`src/rtl/dbg_entry_pkg.sv`:
```
package dbg_entry_pkg;
  typedef enum logic [1:0] {
    ST_RUN   = 2'd0,
    ST_STALL = 2'd1,
    ST_SAVE  = 2'd2,
    ST_DEBUG = 2'd3
  } dbg_state_e;
endpackage

```
`src/rtl/dbg_pin_sync.sv`:
```
module dbg_pin_sync #(
  parameter int unsigned STAGES = 2
) (
  input  logic clk_i,
  input  logic rst_ni,
  input  logic pin_i,
  output logic fall_o
);
  localparam int unsigned DEPTH = STAGES + 1;
  logic [DEPTH-1:0] chain_q;

  for (genvar g = 0; g < DEPTH; g++) begin : g_stage
    if (g == 0) begin : g_first
      always_ff @(posedge clk_i or negedge rst_ni)
        if (!rst_ni) chain_q[g] <= 1'b1;
        else         chain_q[g] <= pin_i;
    end else begin : g_next
      always_ff @(posedge clk_i or negedge rst_ni)
        if (!rst_ni) chain_q[g] <= 1'b1;
        else         chain_q[g] <= chain_q[g-1];
    end
  end

  // last stage is a delayed copy used only for edge detection
  assign fall_o = chain_q[DEPTH-1] & ~chain_q[DEPTH-2];
endmodule

```
`src/rtl/dbg_ack_pulse.sv`:
```
module dbg_ack_pulse #(
  parameter int unsigned PULSE_LEN = 3
) (
  input  logic clk_i,
  input  logic rst_ni,
  input  logic start_i,
  output logic pull_en_o
);
  localparam int unsigned CW = $clog2(PULSE_LEN + 1);
  localparam logic [CW-1:0] LOAD = CW'(PULSE_LEN);

  logic [CW-1:0] cnt_q;

  always_ff @(posedge clk_i or negedge rst_ni)
    if (!rst_ni)              cnt_q <= '0;
    else if (start_i)         cnt_q <= LOAD;
    else if (cnt_q != '0)     cnt_q <= cnt_q - 1'b1;

  assign pull_en_o = (cnt_q != '0);

  // independent length checker
  logic [CW:0] run_q;
  always_ff @(posedge clk_i or negedge rst_ni)
    if (!rst_ni)        run_q <= '0;
    else if (pull_en_o) run_q <= run_q + 1'b1;
    else                run_q <= '0;

  a_r6_pulse_len: assert property (@(posedge clk_i) disable iff (!rst_ni)
    $fell(pull_en_o) |-> run_q == (CW+1)'(PULSE_LEN));
  a_r6_start_drives: assert property (@(posedge clk_i) disable iff (!rst_ni)
    start_i |=> pull_en_o);
endmodule

```
`src/rtl/dbg_entry_fsm.sv`:
```
module dbg_entry_fsm
  import dbg_entry_pkg::*;
(
  input  logic clk_i,
  input  logic rst_ni,
  input  logic pin_fall_i,
  input  logic pin_mask_i,
  input  logic bkpt_i,
  input  logic instr_done_i,
  input  logic save_done_i,
  input  logic exit_i,
  output logic stall_o,
  output logic save_o,
  output logic debug_o,
  output logic enter_o
);
  dbg_state_e state_q, state_d;
  logic req;

  assign req = (pin_fall_i & ~pin_mask_i) | bkpt_i;

  always_comb begin
    state_d = state_q;
    unique case (state_q)
      ST_RUN:   if (req)          state_d = ST_STALL;
      ST_STALL: if (instr_done_i) state_d = ST_SAVE;
      ST_SAVE:  if (save_done_i)  state_d = ST_DEBUG;
      ST_DEBUG: if (exit_i)       state_d = ST_RUN;
      default:                    state_d = ST_RUN;
    endcase
  end

  always_ff @(posedge clk_i or negedge rst_ni)
    if (!rst_ni) state_q <= ST_RUN;
    else         state_q <= state_d;

  assign stall_o = (state_q != ST_RUN);
  assign save_o  = (state_q == ST_SAVE);
  assign debug_o = (state_q == ST_DEBUG);
  assign enter_o = (state_q == ST_SAVE) & save_done_i;

  a_r4_save_after_done: assert property (@(posedge clk_i) disable iff (!rst_ni)
    $rose(save_o) |-> $past(instr_done_i) && $past(stall_o));
  a_r5_debug_after_save: assert property (@(posedge clk_i) disable iff (!rst_ni)
    $rose(debug_o) |-> $past(save_o) && $past(save_done_i));
  a_r7_hold: assert property (@(posedge clk_i) disable iff (!rst_ni)
    debug_o && !exit_i |=> debug_o);
  a_r7_exit: assert property (@(posedge clk_i) disable iff (!rst_ni)
    debug_o && exit_i |=> !stall_o && !debug_o);
  a_r10_idle_done: assert property (@(posedge clk_i) disable iff (!rst_ni)
    !stall_o && !bkpt_i && !(pin_fall_i && !pin_mask_i) |=> !stall_o);
endmodule

```
`src/rtl/dbg_entry_ctrl.sv`:
```
module dbg_entry_ctrl #(
  parameter int unsigned SYNC_STAGES = 2,
  parameter int unsigned PULSE_LEN   = 3
) (
  input  logic clk_i,
  input  logic rst_ni,
  input  logic de_pin_i,
  input  logic breakpoint_i,
  input  logic instr_done_i,
  input  logic save_done_i,
  input  logic exit_cmd_i,
  output logic stall_req_o,
  output logic save_req_o,
  output logic debug_mode_o,
  output logic de_pull_en_o
);
  logic pin_fall, enter;

  dbg_pin_sync #(.STAGES(SYNC_STAGES)) u_sync (
    .clk_i  (clk_i),
    .rst_ni (rst_ni),
    .pin_i  (de_pin_i),
    .fall_o (pin_fall)
  );

  dbg_entry_fsm u_fsm (
    .clk_i        (clk_i),
    .rst_ni       (rst_ni),
    .pin_fall_i   (pin_fall),
    .pin_mask_i   (de_pull_en_o),
    .bkpt_i       (breakpoint_i),
    .instr_done_i (instr_done_i),
    .save_done_i  (save_done_i),
    .exit_i       (exit_cmd_i),
    .stall_o      (stall_req_o),
    .save_o       (save_req_o),
    .debug_o      (debug_mode_o),
    .enter_o      (enter)
  );

  dbg_ack_pulse #(.PULSE_LEN(PULSE_LEN)) u_ack (
    .clk_i     (clk_i),
    .rst_ni    (rst_ni),
    .start_i   (enter),
    .pull_en_o (de_pull_en_o)
  );

  a_r6_pulse_on_entry: assert property (@(posedge clk_i) disable iff (!rst_ni)
    $rose(debug_mode_o) |-> de_pull_en_o);
  a_r8_pulse_only_entry: assert property (@(posedge clk_i) disable iff (!rst_ni)
    $rose(de_pull_en_o) |-> $rose(debug_mode_o));
  a_r4_stall_held: assert property (@(posedge clk_i) disable iff (!rst_ni)
    (save_req_o || debug_mode_o) |-> stall_req_o);
endmodule

```
`config.mk`:
```
export PLATFORM = sky130hd
export DESIGN_NAME = dbg_entry_ctrl
export DESIGN_NICKNAME = d
export VERILOG_FILES = /design/src/rtl/dbg_entry_pkg.sv /design/src/rtl/dbg_pin_sync.sv /design/src/rtl/dbg_ack_pulse.sv /design/src/rtl/dbg_entry_fsm.sv /design/src/rtl/dbg_entry_ctrl.sv
export SDC_FILE = /design/constraint.sdc
export NUM_CORES = 1
export LEC_CHECK = 0
export BUFFER_PORTS_ARGS = -buffer_cell sky130_fd_sc_hd__clkbuf_2
export CAP_MARGIN = 25
export CORE_AREA = 2 2 39 41
export CTS_CLUSTER_SIZE = 28
export DETAILED_ROUTE_END_ITERATION = 6
export DIE_AREA = 0 0 41 43
export PLACE_DENSITY = 0.6
export SLEW_MARGIN = 0
export SYNTH_ARGS = -nofsm -noshare
export SYNTH_HDL_FRONTEND = slang
export SYNTH_SLANG_ARGS = --single-unit
```
`constraint.sdc`:
```
create_clock -name clk_i -period 2.1 [get_ports clk_i]
set_input_delay 0.315 -clock clk_i [delete_from_list [all_inputs] [get_ports clk_i]]
set_output_delay 0.315 -clock clk_i [all_outputs]
set_load 0.02 [all_outputs]
```
==> metrics.md <==
| Metric | Value |
|---|---|
| Status | `complete, no violations` |
| Number of antenna repair diodes | `0` |
| Cell type with the highest aggregate area in the netlist | `sky130_fd_sc_hd__dfrtp_1` |
| Main synth FF type | `sky130_fd_sc_hd__dfrtp_1` |
| Via count of the first global-routing pass | `246` |
| Number of max-slew violations in the final report | `0` |
| Mux share of post-synthesis cell area | `0.0881` |
| Actual slew at the worst max-slew pin | `0.411 ns` |
| Aggregate routed wire length | `525 um` |
| Number of primary I/O pins | `11` |
| Nature of the critical path endpoint | `register` |
| Number of distinct library cells after synthesis | `12` |
| Required time of the critical path | `2.23 ns` |
| GPL Wtd Cong | `0.703` |
| Number of antenna violations at the first check in global routing | `0` |
| Top post-synthesis cells by area | `sky130_fd_sc_hd__dfrtp_1 (27%), sky130_fd_sc_hd__dfstp_2 (21%), sky130_fd_sc_hd__ha_1 (20%)` |
| Simple logic cell fraction of the synthesized area | `0.0610` |
| CTS H-tree lvls | `1` |
| Delay of the slowest cell on the worst path | `0.38 ns` |
| Drt first-iter violations | `6` |
| Synth Register Bits | `7` |
| Final-layout setup total negative slack | `0 ns` |
| Via total after detailed routing | `264` |
| Switching share of power | `0.395` |
| Worst clock skew | `0.00629 ns` |
| Arrival time at the worst endpoint | `1.76 ns` |
| Root buf cell | `sky130_fd_sc_hd__clkbuf_4` |
| Share of total power in the clock network | `0.180` |
| Wire length of the first global-routing pass | `883 um` |
| Tcrit/Tclk final | `0.777` |
| Clock transition at path regs | `0.05 ns` |
| EDFF count, synth | `0` |
| DR vias/cell | `4.13` |
| Maximum buffer depth of the clock tree | `2` |
| Most frequent cells after synthesis | `sky130_fd_sc_hd__inv_1 (9), sky130_fd_sc_hd__ha_1 (6), sky130_fd_sc_hd__dfrtp_1 (4)` |
| Sink count of the clock tree | `7` |
| DRC violations left | `0` |
| Cell with the most instances after synthesis | `sky130_fd_sc_hd__inv_1` |
| Largest net degree at the start of global routing | `8` |
| Peak clock frequency supported by timing | `613 MHz` |
| CTS tree | `built` |
| Top cell type's share of synthesized area | `0.271` |
| Cell at the slowest stage of the critical path | `sky130_fd_sc_hd__mux2_2` |
| Sum of internal, switching and leakage power | `0.674 mW` |
| Post-Synthesis Mean Instance Area | `11.2 um2` |
| Post-layout nets | `62` |
| Final setup violating endpoints | `0` |
| Starting Density | `0.267` |
| HP Class | `in2reg` |
| Post-CTS setup repair buffer count | `0` |
| Aggregate global routing overflow | `0` |
| Reg-to-reg setup timing slack | `0.47 ns` |
| Synth async-reset ratio | `1.00` |
| Post-Syn Area | `369 um2` |
| Die Outline Area | `1760 um2` |
| Chip Width | `41 um` |
| Sequential cell area fraction in the yosys report | `0.485` |
| Worst rel slew slack | `0.724` |
| Clk_lat worst skew | `0.25 ns` |
| # Max-Cap Violations | `0` |
| Fin Hold WS | `0.151 ns` |
| Family with the most delay on the worst path | `multiplexers` |
| Synthesized-area fraction occupied by xor and xnor cells | `0.0237` |
| Ratio of total power to cell area | `1420 nW/um2` |
| Estimated wirelength of the detail-placed design | `420 um` |
| Height of the die | `43 um` |
| Global routing usage summed across all routing layers | `0.0770` |
| Unrepaired setup endpoints after global routing | `false` |
| Library cell appearing most often on the critical path | `sky130_fd_sc_hd__inv_1` |
| Detailed-route wire length per cell | `8.20 um` |
| Reported net switching power | `0.266 mW` |
| Core box area | `1380 um2` |
| CP Launch Type | `register` |
| Peak VDD IR | `0.000553 V` |
| Share of power burned in combinational logic | `0.507` |
| Yosys warning total | `0` |
| Num rows | `14` |
| Synthesized net count | `46` |
| Drt pass-1 iters | `4` |
| Post-synthesis instance total | `33` |
| Hold Violations, Final | `0` |
| Post-synthesis share of cell area spent on full adders, half adders and majority gates | `0.203` |
| Sequential share of power | `0.314` |
| Count of port buffers added during placement | `10` |
| Share of layout cells above drive strength 1 | `0.375` |
| Cell breakdown of the critical path | `inv_1 -> ha_1 -> inv_1 -> nor3b_1 -> o31ai_1 -> mux2_2` |
| DP Cell Count | `59` |
| Maximum net fanout on the critical path | `3` |
| Type of the setup path with the least slack | `reg2reg` |
| Internal portion of total power | `0.408 mW` |
| Number of nets still failing antenna checks after routing | `0` |
| Static power due to leakage | `0.262 nW` |
| Final cell count without fillers | `64` |
| Resize count post-CTS | `0` |
| Bufs and invs on worst path | `2` |
| Layout Area Growth over Synthesis | `28.8%` |
| Clock period minus final worst setup slack | `1.63 ns` |
| Share of the synthesized area in compound gates (AO/OA/AOI/OAI) | `0.0475` |
| Main combinational cell family by area after synthesis | `adder cells` |
| Clock buffers created by TritonCTS | `3` |
## registers in the layout, indices dropped and copies added, names as in the netlist
name and count:
u_sync.chain_q 3, u_fsm.state_q 2, u_ack.cnt_q 2
## metrics by stage
stage	setup slack, ns	area, um2	util
after floorplan	0.463	369	-
after global placement	0.474	439	0.317
after detailed placement	0.471	439	0.317
after CTS	0.457	475	0.344
after global routing	0.341	475	0.344
final	0.468	475	0.344
## final timing paths
kind                       cells after the start              start           endpoint
min in group asynchronous                      2             rst_ni     u_ack.cnt_q[0]
max in group asynchronous                      2             rst_ni  u_sync.chain_q[1]
min                                            1           de_pin_i  u_sync.chain_q[0]
max reg2reg                                    6     u_ack.cnt_q[0]   u_fsm.state_q[1]
max                                            6     u_ack.cnt_q[0]   u_fsm.state_q[1]
min reg2reg                                    0  u_sync.chain_q[0]  u_sync.chain_q[1]
## final cells by class
cell class	count	area [um2]
tap	16	20.0
timing repair buffer	11	60.1
fill	141	908
sequential	7	179
multi-input combinational	17	156
clock buffer	4	26.3
inverter	9	33.8
## metal layers
metal | track usage | share of wire | vias up
met5 | 0 | 0 | -
met2 | 0.113 | 0.51 | 6
met3 | 0.0628 | 0.050 | 0
met1 | 0.0828 | 0.43 | 122
li1 | - | - | 136
met4 | 0.0200 | 0 | 0
## cell families after synthesis
group / count (synthesis)
mux: 3
flops: 7
xor+xnor: 1
simple gates: 5
fa+ha+maj: 6
buf+inv: 9
compound gates: 2
## power groups by stage
stage / clock network, mW / registers, mW / logic, mW
6_report: 0.121 / 0.211 / 0.342
5_1_grt: 0.131 / 0.216 / 0.395
4_1_cts: 0.124 / 0.212 / 0.348
3_5_place_dp: 0 / 0.214 / 0.342
3_3_place_gp: 0 / 0.213 / 0.345
2_1_floorplan: 0 / 0.209 / 0.270
## cell usage in the layout, fill, tap and decap left out
master | Yosys | routed
sky130_fd_sc_hd__clkbuf_4 | 0 | 3
sky130_fd_sc_hd__ha_1 | 6 | 6
sky130_fd_sc_hd__clkbuf_2 | 0 | 10
sky130_fd_sc_hd__dlygate4sd3_1 | 0 | 1
sky130_fd_sc_hd__nand2_1 | 3 | 3
sky130_fd_sc_hd__inv_1 | 9 | 9
sky130_fd_sc_hd__dfrtp_1 | 4 | 4
sky130_fd_sc_hd__nor2_1 | 1 | 1
sky130_fd_sc_hd__mux2i_1 | 1 | 1
sky130_fd_sc_hd__xor2_1 | 1 | 1
sky130_fd_sc_hd__a222oi_1 | 1 | 1
sky130_fd_sc_hd__nor3b_1 | 1 | 1
sky130_fd_sc_hd__mux2_2 | 2 | 2
sky130_fd_sc_hd__o31ai_1 | 1 | 1
sky130_fd_sc_hd__dfstp_2 | 3 | 3
sky130_fd_sc_hd__clkbuf_1 | 0 | 1
## what timing repair did
item,4_1_cts,5_1_grt
setup endpoints to repair,0,0
hold endpoints to repair,4,0
hold buffers,1,0
No activity file was read; power rests on OpenSTA's default activity.
